--- src/rtl/i2c_tmo_pkg.sv ---
package i2c_tmo_pkg;

    // Bus monitor states
    typedef enum logic {
        BUS_IDLE = 1'b0,
        BUS_BUSY = 1'b1
    } bus_state_e;

    // Low interval bits fixed at ones: 16-tick resolution
    localparam int SUB_BITS = 4;

endpackage

--- src/rtl/i2c_tmo_prediv.sv ---
module i2c_tmo_prediv #(
    parameter int DIV_W = 16
) (
    input  logic             clk,
    input  logic             rst_n,
    input  logic             en,
    input  logic [DIV_W-1:0] div_val,
    output logic             tick
);

    logic [DIV_W-1:0] cnt_q;

    assign tick = en && (cnt_q == div_val);

    always_ff @(posedge clk or negedge rst_n) begin
        if (!rst_n) begin
            cnt_q <= '0;
        end else if (!en || tick) begin
            cnt_q <= '0;
        end else begin
            cnt_q <= cnt_q + 1'b1;
        end
    end

    // a tick is never followed by another unless the divider is zero
    p_tick_period_r1: assert property (@(posedge clk) disable iff (!rst_n || !en)
        (tick && div_val != '0) |=> (!tick || div_val == '0));

endmodule

--- src/rtl/i2c_tmo_busmon.sv ---
module i2c_tmo_busmon
    import i2c_tmo_pkg::*;
(
    input  logic clk,
    input  logic rst_n,
    input  logic en,
    input  logic scl,
    input  logic sda,
    output logic bus_event,
    output logic bus_busy
);

    bus_state_e state_q, state_d;
    logic       scl_q, sda_q;
    logic       start_c, stop_c, edge_c;

    assign start_c = scl_q && scl && sda_q && !sda;
    assign stop_c  = scl_q && scl && !sda_q && sda;
    assign edge_c  = scl_q != scl;

    // Next-state logic
    always_comb begin
        state_d = state_q;
        unique case (state_q)
            BUS_IDLE: if (start_c) state_d = BUS_BUSY;
            BUS_BUSY: if (stop_c)  state_d = BUS_IDLE;
        endcase
    end

    // State and line history registers
    always_ff @(posedge clk or negedge rst_n) begin
        if (!rst_n) begin
            state_q <= BUS_IDLE;
            scl_q   <= 1'b1;
            sda_q   <= 1'b1;
        end else if (!en) begin
            state_q <= BUS_IDLE;
            scl_q   <= 1'b1;
            sda_q   <= 1'b1;
        end else begin
            state_q <= state_d;
            scl_q   <= scl;
            sda_q   <= sda;
        end
    end

    // Outputs
    always_comb begin
        bus_event = en && (start_c || stop_c || edge_c);
        bus_busy  = (state_q == BUS_BUSY);
    end

endmodule

--- src/rtl/i2c_tmo_timer.sv ---
module i2c_tmo_timer #(
    parameter int CNT_W = 17
) (
    input  logic             clk,
    input  logic             rst_n,
    input  logic             en,
    input  logic             restart,
    input  logic             tick,
    input  logic [CNT_W-1:0] limit,
    output logic             hit
);

    logic [CNT_W-1:0] cnt_q;
    logic             done_q;
    logic             last_c;

    assign last_c = (cnt_q == limit - 1'b1);
    assign hit    = en && !restart && tick && !done_q && last_c;

    always_ff @(posedge clk or negedge rst_n) begin
        if (!rst_n) begin
            cnt_q  <= '0;
            done_q <= 1'b0;
        end else if (!en || restart) begin
            cnt_q  <= '0;
            done_q <= 1'b0;
        end else if (tick && !done_q) begin
            cnt_q <= cnt_q + 1'b1;
            if (last_c) begin
                done_q <= 1'b1;
            end
        end
    end

endmodule

--- src/rtl/i2c_bus_timeout.sv ---
module i2c_bus_timeout
    import i2c_tmo_pkg::*;
#(
    parameter int DIV_W = 16,
    parameter int TO_W  = 12
) (
    input  logic             clk,
    input  logic             rst_n,
    input  logic             tmo_en,
    input  logic             scl_in,
    input  logic             sda_in,
    input  logic [DIV_W-1:0] div_val,
    input  logic [TO_W-1:0]  tmo_val,
    input  logic             evt_clr,
    input  logic             scl_clr,
    output logic             func_tick,
    output logic             evt_timeout,
    output logic             scl_timeout
);

    localparam int CNT_W = TO_W + SUB_BITS + 1;

    logic [CNT_W-1:0] limit;
    logic             bus_event, bus_busy;
    logic             evt_hit, scl_hit;
    logic             evt_flag_q, scl_flag_q;

    // (T+1)*16 ticks: {T, 4'hF} + 1
    assign limit = {1'b0, tmo_val, {SUB_BITS{1'b1}}} + 1'b1;

    i2c_tmo_prediv #(.DIV_W(DIV_W)) u_prediv (
        .clk     (clk),
        .rst_n   (rst_n),
        .en      (tmo_en),
        .div_val (div_val),
        .tick    (func_tick)
    );

    i2c_tmo_busmon u_busmon (
        .clk       (clk),
        .rst_n     (rst_n),
        .en        (tmo_en),
        .scl       (scl_in),
        .sda       (sda_in),
        .bus_event (bus_event),
        .bus_busy  (bus_busy)
    );

    i2c_tmo_timer #(.CNT_W(CNT_W)) u_evt_timer (
        .clk     (clk),
        .rst_n   (rst_n),
        .en      (tmo_en),
        .restart (bus_event || !bus_busy),
        .tick    (func_tick),
        .limit   (limit),
        .hit     (evt_hit)
    );

    i2c_tmo_timer #(.CNT_W(CNT_W)) u_scl_timer (
        .clk     (clk),
        .rst_n   (rst_n),
        .en      (tmo_en),
        .restart (scl_in),
        .tick    (func_tick),
        .limit   (limit),
        .hit     (scl_hit)
    );

    // Sticky flags: a new hit outranks a clear in the same cycle
    always_ff @(posedge clk or negedge rst_n) begin
        if (!rst_n) begin
            evt_flag_q <= 1'b0;
            scl_flag_q <= 1'b0;
        end else if (!tmo_en) begin
            evt_flag_q <= 1'b0;
            scl_flag_q <= 1'b0;
        end else begin
            evt_flag_q <= (evt_flag_q && !evt_clr) || evt_hit;
            scl_flag_q <= (scl_flag_q && !scl_clr) || scl_hit;
        end
    end

    assign evt_timeout = evt_flag_q;
    assign scl_timeout = scl_flag_q;

    // an idle bus never produces an event time-out
    p_evt_idle_r4: assert property (@(posedge clk) disable iff (!rst_n)
        !bus_busy |-> !evt_hit);

    // no SCL time-out while SCL is high
    p_scl_high_r5: assert property (@(posedge clk) disable iff (!rst_n)
        scl_in |-> !scl_hit);

    // a set flag without a clear stays set
    p_flag_sticky_r6: assert property (@(posedge clk) disable iff (!rst_n || !tmo_en)
        (scl_timeout && !scl_clr) |=> scl_timeout);

    // disabled block shows no flags
    p_off_r7: assert property (@(posedge clk) disable iff (!rst_n)
        !tmo_en |=> (!evt_timeout && !scl_timeout));

endmodule

--- config.mk ---
export PLATFORM = sky130hd
export DESIGN_NAME = i2c_bus_timeout
export DESIGN_NICKNAME = d
export VERILOG_FILES = /design/src/rtl/i2c_tmo_pkg.sv /design/src/rtl/i2c_tmo_prediv.sv /design/src/rtl/i2c_tmo_busmon.sv /design/src/rtl/i2c_tmo_timer.sv /design/src/rtl/i2c_bus_timeout.sv
export SDC_FILE = /design/constraint.sdc
export NUM_CORES = 1
export LEC_CHECK = 0
export BUFFER_PORTS_ARGS = -buffer_cell sky130_fd_sc_hd__buf_2
export CAP_MARGIN = 20
export CORE_MARGIN = 2
export CORE_UTILIZATION = 30
export CTS_CLUSTER_SIZE = 30
export DETAILED_ROUTE_END_ITERATION = 6
export HOLD_SLACK_MARGIN = 0.06
export PLACE_DENSITY_LB_ADDON = 0.08
export SLEW_MARGIN = 20
export SYNTH_ARGS = -nofsm -noshare
export SYNTH_HDL_FRONTEND = slang
export SYNTH_SLANG_ARGS = --single-unit
--- constraint.sdc ---
create_clock -name clk -period 6.2 [get_ports clk]
set_input_delay 0 -clock clk [delete_from_list [all_inputs] [get_ports clk]]
set_output_delay 0 -clock clk [all_outputs]
set_load 0.005 [all_outputs]
**After elaboration in Yosys (flattened, before gate mapping)**

Index checks and enable logic that the tools add are counted.

- Logic and storage cells: 82
- Output and inout port bits: 3
- Register bits: 57

- Reduce and logical (&&, ||, !) cells: 43
- Equality and inequality tests: 4
- Multiplexer cells: 19
- Add/sub/neg operators: 5
- Bitwise gates (word level): 1

Operators by type and width:

| cell | count |
|---|---|
| 2-to-1 mux 17 bit | 4 |
| adder 17 x 1 -> 17 bit, second input constant | 2 |
| equality test 17 bit | 2 |
| logical AND 1 bit | 19 |
| adder 16 x 1 -> 17 bit, second input constant | 1 |
| subtractor 17 x 1 -> 17 bit, second input constant | 1 |
| adder 16 x 1 -> 16 bit, second input constant | 1 |
| equality test 16 bit | 1 |
| 2-to-1 mux 16 bit | 1 |
| 2-to-1 mux 1 bit | 13 |
| zero test 1 bit | 10 |
| logical OR 1 bit | 8 |
| nonzero test 2 bit | 4 |
| AND reduction 2 bit | 2 |
| case mux 1 bit (2 select lines) | 1 |
| inequality test 1 bit | 1 |
| inverter 1 bit | 1 |

**Logic depth before layout (Yosys ltp)**

Gate-level depths: netlist (run 1).

- Word-level depth: 14
- Depth in mapped cells: 7
- Mapped depth without buffers: 6

**Hierarchy**

A second synthesis (run 1) with hierarchy kept.

- Cell total of the unflattened synthesis: 528
- Area total of the unflattened synthesis: 4433.0 um^2

Modules (own cells, without submodules):

| module | area each (um^2) | cells each | times used | sequential area each (um^2) |
|---|---|---|---|---|
| i2c_tmo_timer | 1497.7 | 186 | 2 | 450.4 |
| i2c_tmo_prediv | 994.7 | 101 | 1 | 400.4 |
| i2c_bus_timeout | 296.5 | 40 | 1 | 50.0 |
| i2c_tmo_busmon | 146.4 | 15 | 1 | 77.6 |

**Least setup slack after synthesis (run 1)**

OpenSTA, ideal clock, no wires.

- Kind: register to register
- Start point: register u_prediv.cnt_q[3]
- End point: register u_evt_timer.cnt_q[10]
- Arrival: 2.041 ns
- Clock period less this slack: 2.119 ns
- Path slack: 4.081 ns
- Buffers on the path: 1
- Stages on the path, launching flop included: 7
- Setup time: 0.078 ns
- Required time: 6.122 ns
- Path through: dfrtp_1 xor2_1 nor4_1 nand4_1 clkbuf_1 or4_1 a21oi_1

- Word-level cells in the longest chain between the ends: 4

RTL lines:

| element | line | RTL |
|---|---|---|
| from (decl) | i2c_tmo_prediv.sv:11 | `logic [DIV_W-1:0] cnt_q;` |
| from (signal assigned) | i2c_tmo_prediv.sv:21 | `cnt_q <= cnt_q + 1'b1;` |
| equality test 16 bit | i2c_tmo_prediv.sv:13 | `assign tick = en && (cnt_q == div_val);` |
| logical AND 1 bit | i2c_tmo_prediv.sv:13 |  |
| logical AND 1 bit | i2c_tmo_timer.sv:27 | `end else if (tick && !done_q) begin` |
| nonzero test 2 bit (no source line) | - |  |
| to (signal assigned) | i2c_tmo_timer.sv:28 | `cnt_q <= cnt_q + 1'b1;` |
| to (decl) | i2c_tmo_timer.sv:13 | `logic [CNT_W-1:0] cnt_q;` |

No other way between the ends.
A chain may end at the register's enable or synchronous reset.

**Worst setup path after layout (run 1)**

- Start point: register u_prediv.cnt_q[14]
- End point: register u_scl_timer.cnt_q[4]

- Word-level cells in the longest chain between the ends: 4

RTL lines:

| element | line |
|---|---|
| equality test 16 bit | i2c_tmo_prediv.sv:13 |
| logical AND 1 bit | i2c_tmo_prediv.sv:13 |
| logical AND 1 bit | i2c_tmo_timer.sv:27 |
| nonzero test 2 bit (no source line) | - |
| to (signal assigned) | i2c_tmo_timer.sv:28 |
| to (decl) | i2c_tmo_timer.sv:13 |

No other way between the ends.

==> flow_summary.yaml, run 1 <==
die:
  ios: 38
  fp.dieW_um: 111
  die_y_um: 111
  core_um2: 11000
  rows: 38
  start_util: 0.311
  die_area_um2: 12300
yosys:
  yosysMostFrequentCell: "dfrtp_1"
  async_flop_share: 1.00
  synth_edf_count: 0
  ys.flop_type: "dfrtp_1"
  syn_area_per_cell_um2: 9.32
  synth-simple-area-share: 0.264
  synth_area_um2: 3420
  synthesis.nets: 406
  yosysTopAreaCell: "dfrtp_1"
  ys_types: 36
  synth_top_family_by_area: "simple AND/OR/NAND/NOR gates"
  synthMuxAreaShare: 0.00878
  yosysSeqAreaShare: 0.418
  synth_xor_area_frac: 0.141
  synth_cells: 367
  synth_area_leaders: "dfrtp_1 (40%), xor2_1 (11%), or4_1 (5.9%)"
  synthTopCellsByCount: "dfrtp_1 (55), xor2_1 (41), a21oi_1 (30)"
  synth-compound-area-share: 0.127
  synth_warnings: 0
  synthAdderAreaFrac: 0.0146
  ys_ff_latch: 57
  synth_top_area_frac: 0.402
setup_path:
  critPathMaxStageDelay_ns: 0.58
  cp-start-kind: "flip-flop"
  required_ns: 6.44
  end_kind: "flip-flop"
  critPathMaxFanout: 13
  crit_slowest_cell: "or4_1"
  path_cells: "xor2_1, nor4_1, nand4b_1, or4_1, a21oi_1"
  worstSetupPathType: "reg2reg"
  cp.arrival_ns: 2.73
power_and_ir_drop:
  swShare: 0.221
  comb_power_share: 0.060
  power_leakage_nw: 1.67
  p_switching_w: 0.000218
  p_total_w: 0.000990
  p_per_area_nw_per_um2: 240
  pwr-share-clk: 0.556
  peakVddDrop_mv: 0.158
  intPower_w: 0.000772
  seqPwrFrac: 0.383
job:
  cap_violations: 0
cells_and_area:
  final_area_um2: 4130
  fill_cells: 1147
  synthToLayoutAreaGrowth_pct: 20.6
  antenna_cells: 0
  regArea_um2: 1430
  multi_input_area_um2: 1900
  final_nets: 445
  drive_gt1_frac: 0.156
place:
  io_buffers: 37
  hpwl_um: 6250
  place.gp.congestion: 0.826
  dpl_cell_area_um2: 3730
clock_network:
  cts_made_buffers: 9
  clockBufferDepth: 2
  insertion_delay_ns: 0.33
  cts_tree: "yes"
  htree_levels: 3
  root_buffer: "clkbuf_16"
  path_clk_slew_ns: 0.05
  ctsHoldBuffers: 6
  cts_sinks: 57
  cts_setup_buffers: 0
  cts-resized-gates: 0
grt:
  grt_max_degree: 58
  grt_pass1_vias: 2901
  grt_antenna_before_repair: 0
  grt_pass1_wl_um: 15500
  grt.total_usage: 0.157
  grt_overflow: 0
sta:
  tns_ns: 0
  hold_viol: 0
  holdWs_ns: 0.0849
  worst-slew-pin-transition_ns: 0.817
  setup_viol: 0
  max_freq_mhz: 401
  slew-limit-headroom: 0.452
  grt_setup_unrepaired: "no"
  finClkSkew_ns: 0.0103
  period_share: 0.402
  period_minus_slack_ns: 2.49
  drv_slew: 0
route:
  dr_total_vias: 2983
  ant_nets: 0
  viasPerCell: 5.41
  post_drt_wl_per_cell_um: 16.7
  drtIter0Drc: 151
  drc: 0
  firstDrtPassIters: 4
  wl_um: 9210
hold_path:
  worstHoldPathType: "in2reg"
run_status:
  status: "finished, final reports clean"
-- path summary, 6_finish.rpt --
path                                          to  cells past startpoint  slack, ns                from
setup reg to reg            u_scl_timer.cnt_q[4]                      5       3.71  u_prediv.cnt_q[14]
hold / removal                 u_prediv.cnt_q[1]                      2       0.08              tmo_en
hold reg to reg               u_evt_timer.done_q                      1       0.48  u_evt_timer.done_q
min in group asynchronous  u_evt_timer.cnt_q[11]                      3       0.36               rst_n
setup / recovery            u_scl_timer.cnt_q[4]                      5       3.71  u_prediv.cnt_q[14]
max in group asynchronous   u_evt_timer.cnt_q[3]                      3       5.29               rst_n
-- critical path, delay by kind of cell, from the launching register on --
family           cells  cell delay [ns]
AND/OR/NAND/NOR      3             1.66
flip-flops           1             0.41
XOR/XNOR             1             0.17
AO/OA/AOI/OAI        1             0.16
-- layout make-up --
class                   instances  area share
repair buffers                 45      0.0631
clock buffers                  12      0.0622
multi-input cells             285       0.460
well taps                     140      0.0425
flip-flops and latches         57       0.346
inverters                       8     0.00728
clock inverters                 4      0.0182
-- sequential cells by signal, indices dropped and copies added, names as in the netlist --
register            cells
u_evt_timer.cnt_q      17
scl_timeout             1
u_scl_timer.cnt_q      17
u_evt_timer.done_q      1
u_busmon.bus_busy       1
evt_timeout             1
u_scl_timer.done_q      1
u_prediv.cnt_q         16
u_busmon.scl_q          1
u_busmon.sda_q          1
-- metal layers --
metal  track usage  vias up  routed length, um
met1         0.232     1483               4700
met3        0.0394       12                332
li1              -     1443                  -
met2         0.227       45               4060
met4        0.0425        0                119
met5             0        -                  0
-- placed cells by master (no fill, tap or decap), types with 3 or more instances in the layout --
cell           count
ha_1               4
inv_1              8
mux2i_1            3
nand4b_1           3
o211ai_1           3
buf_2             37
dfrtp_1           55
nand3_1           19
a21oi_1           30
nand2b_1           3
and4_1             4
o41ai_1            3
xnor2_1           14
and2_1             3
nor2_1            20
or3_1              6
o31ai_1           24
dlygate4sd3_1      6
nand2_1           24
and3_1            12
nor4_1            11
xor2_1            41
nand4_1           12
o21ai_0            4
or4_1             27
clkbuf_16          9
-- power by group through the flow --
stage / registers, W / logic [W] / clock network [W]
3_3_place_gp: 0.000386 / 0.0000587 / 0
6_report: 0.000380 / 0.0000597 / 0.000551
4_1_cts: 0.000380 / 0.0000619 / 0.000565
3_5_place_dp: 0.000386 / 0.0000588 / 0
5_1_grt: 0.000380 / 0.0000679 / 0.000587
2_1_floorplan: 0.000385 / 0.0000265 / 0
-- kinds of logic after synthesis --
group | Yosys count
xor gates and xnor gates | 55
buffers and inverters | 25
adders and majority gates | 4
AOI/OAI and AO/OA | 68
and+or+nand+nor | 155
muxes | 3
DFF | 57
-- stage by stage --
stage	setup slack [ns]	std cells	utilization
3_5_place_dp	3.77	529	0.340
6_report	3.71	551	0.376
2_1_floorplan	4.08	367	-
4_1_cts	3.75	551	0.375
5_1_grt	3.54	551	0.376
3_3_place_gp	3.82	529	0.340
Power figures use the tool's default switching activity.
==> inputs of run 2 (changes only) <==
clock period = 2.5 ns   (was 6.2 ns; I/O delays follow)
==> flow_summary.yaml, run 2 (same netlist as run 1, synthesis figures left out) <==
die:
  die_area_um2: 12300
  die_y_um: 111
  fp.dieW_um: 111
  start_util: 0.311
  rows: 38
  core_um2: 11000
  ios: 38
route:
  ant_nets: 0
  post_drt_wl_per_cell_um: 16.3
  drtIter0Drc: 134
  viasPerCell: 5.32
  drc: 0
  dr_total_vias: 3029
  firstDrtPassIters: 4
  wl_um: 9280
sta:
  max_freq_mhz: 435
  tns_ns: 0
  period_share: 0.920
  grt_setup_unrepaired: "no"
  setup_viol: 0
  worst-slew-pin-transition_ns: 0.559
  finClkSkew_ns: 0.00758
  hold_viol: 0
  slew-limit-headroom: 0.627
  period_minus_slack_ns: 2.30
  drv_slew: 0
clock_network:
  cts_setup_buffers: 0
  ctsHoldBuffers: 6
  clockBufferDepth: 2
  insertion_delay_ns: 0.32
  htree_levels: 3
  root_buffer: "clkbuf_16"
  path_clk_slew_ns: 0.05
  cts_tree: "yes"
  cts_sinks: 57
  cts-resized-gates: 0
  cts_made_buffers: 9
cells_and_area:
  synthToLayoutAreaGrowth_pct: 23.5
  regArea_um2: 1430
  layout_common_cells: "dfrtp_1 (55), xor2_1 (41), buf_2 (37)"
  antenna_cells: 0
  final_nets: 464
  final_area_um2: 4220
  drive_gt1_frac: 0.186
  reg_top3: "u_evt_timer.cnt_q: 17 flops, u_scl_timer.cnt_q: 17 flops, u_prediv.cnt_q: 16 flops"
  final_common_cell: "dfrtp_1"
  utilization: 0.385
  multi_input_area_um2: 1900
  fill_cells: 1108
setup_path:
  required_ns: 2.74
  reg2reg_from: "u_prediv.cnt_q[3]"
  r2r_slack_ns: 0.20
  startpoint: "u_prediv.cnt_q[3]"
  critPathMaxFanout: 54
  cp.arrival_ns: 2.54
  regToRegEndpoint: "u_evt_timer.cnt_q[15]"
  worstSetupPathType: "reg2reg"
  reg2reg_depth: 7
  critPathCapture: "u_evt_timer.cnt_q[15]"
  cp-start-kind: "flip-flop"
  end_kind: "flip-flop"
place:
  place.gp.congestion: 0.779
  io_buffers: 37
  hpwl_um: 6710
  dpl_cell_area_um2: 3890
job:
  cap_violations: 0
hold_path:
  worstHoldPathType: "in2reg"
run_status:
  status: "finished, final reports clean"
grt:
  grt_pass1_vias: 3024
  grt.total_usage: 0.161
  grt_antenna_before_repair: 0
  grt_max_degree: 55
  grt_overflow: 0
  grt_pass1_wl_um: 15800
power_and_ir_drop:
  p_per_area_nw_per_um2: 541
  peakVddDrop_mv: 0.358
  power_leakage_nw: 1.75
==> run 2: cell count changes in the layout (fill, tap and decap cells not counted) <==
cell / before / now
clkinv_2: 0 / 3
nand2b_2: 1 / 0
bufinv_16: 2 / 1
clkbuf_1: 1 / 2
buf_4: 2 / 20
nand2b_1: 3 / 4
clkbuf_8: 2 / 0
buf_12: 0 / 1
clkinvlp_4: 2 / 0
==> run 2: cell type report <==
type	instances	area share
clock buffers	11	0.0551
clock inverters	4	0.0107
inverters	8	0.00711
multi-input cells	285	0.449
flip-flops and latches	57	0.338
well taps	140	0.0415
repair buffers	64	0.0983
==> run 2: per-stage QoR <==
step	hold slack, ns	cells	worst slack, ns	total power, W
after floorplan	-0.296	367	0.381	0.00102
after global placement	0.0130	548	0.219	0.00112
after detailed placement	0.0156	548	0.194	0.00112
after CTS	0.0798	569	0.182	0.00231
after global routing	0.106	569	0.0362	0.00239
final	0.0823	569	0.200	0.00229
==> run 2: power breakdown <==
group          internal [W]  switching (W)  total, W
clock              0.000760       0.000418   0.00118
combinational     0.0000680      0.0000986  0.000167
sequential         0.000932     0.00000822  0.000941
total               0.00176       0.000525   0.00229
==> run 2: layer usage <==
layer,global-route usage,share of wire,routed length (um)
met5,0,0,0
met4,0.0542,0.013,119
met3,0.0323,0.038,349
met2,0.237,0.44,4110
met1,0.234,0.51,4710
==> run 2: worst max-delay path, cell delays in order, from the launching register on <==
cell	delay, ns
dfrtp_1	0.44
xor2_1	0.19
nor4_1	0.35
buf_4	0.19
nand4_1	0.13
buf_12	0.24
or4_1	0.51
a21oi_1	0.15
==> run 2: worst min path at each step <==
stage / start / cells past startpoint / slack [ns] / to
after floorplan: rst_n / 0 / -0.30 / evt_timeout
final: tmo_val[1] / 4 / 0.08 / u_scl_timer.done_q
after detailed placement: rst_n / 2 / 0.02 / u_scl_timer.cnt_q[15]
after global placement: rst_n / 2 / 0.01 / u_scl_timer.cnt_q[15]
after CTS: tmo_val[1] / 4 / 0.08 / u_scl_timer.done_q
after global routing: tmo_val[1] / 4 / 0.11 / u_scl_timer.done_q
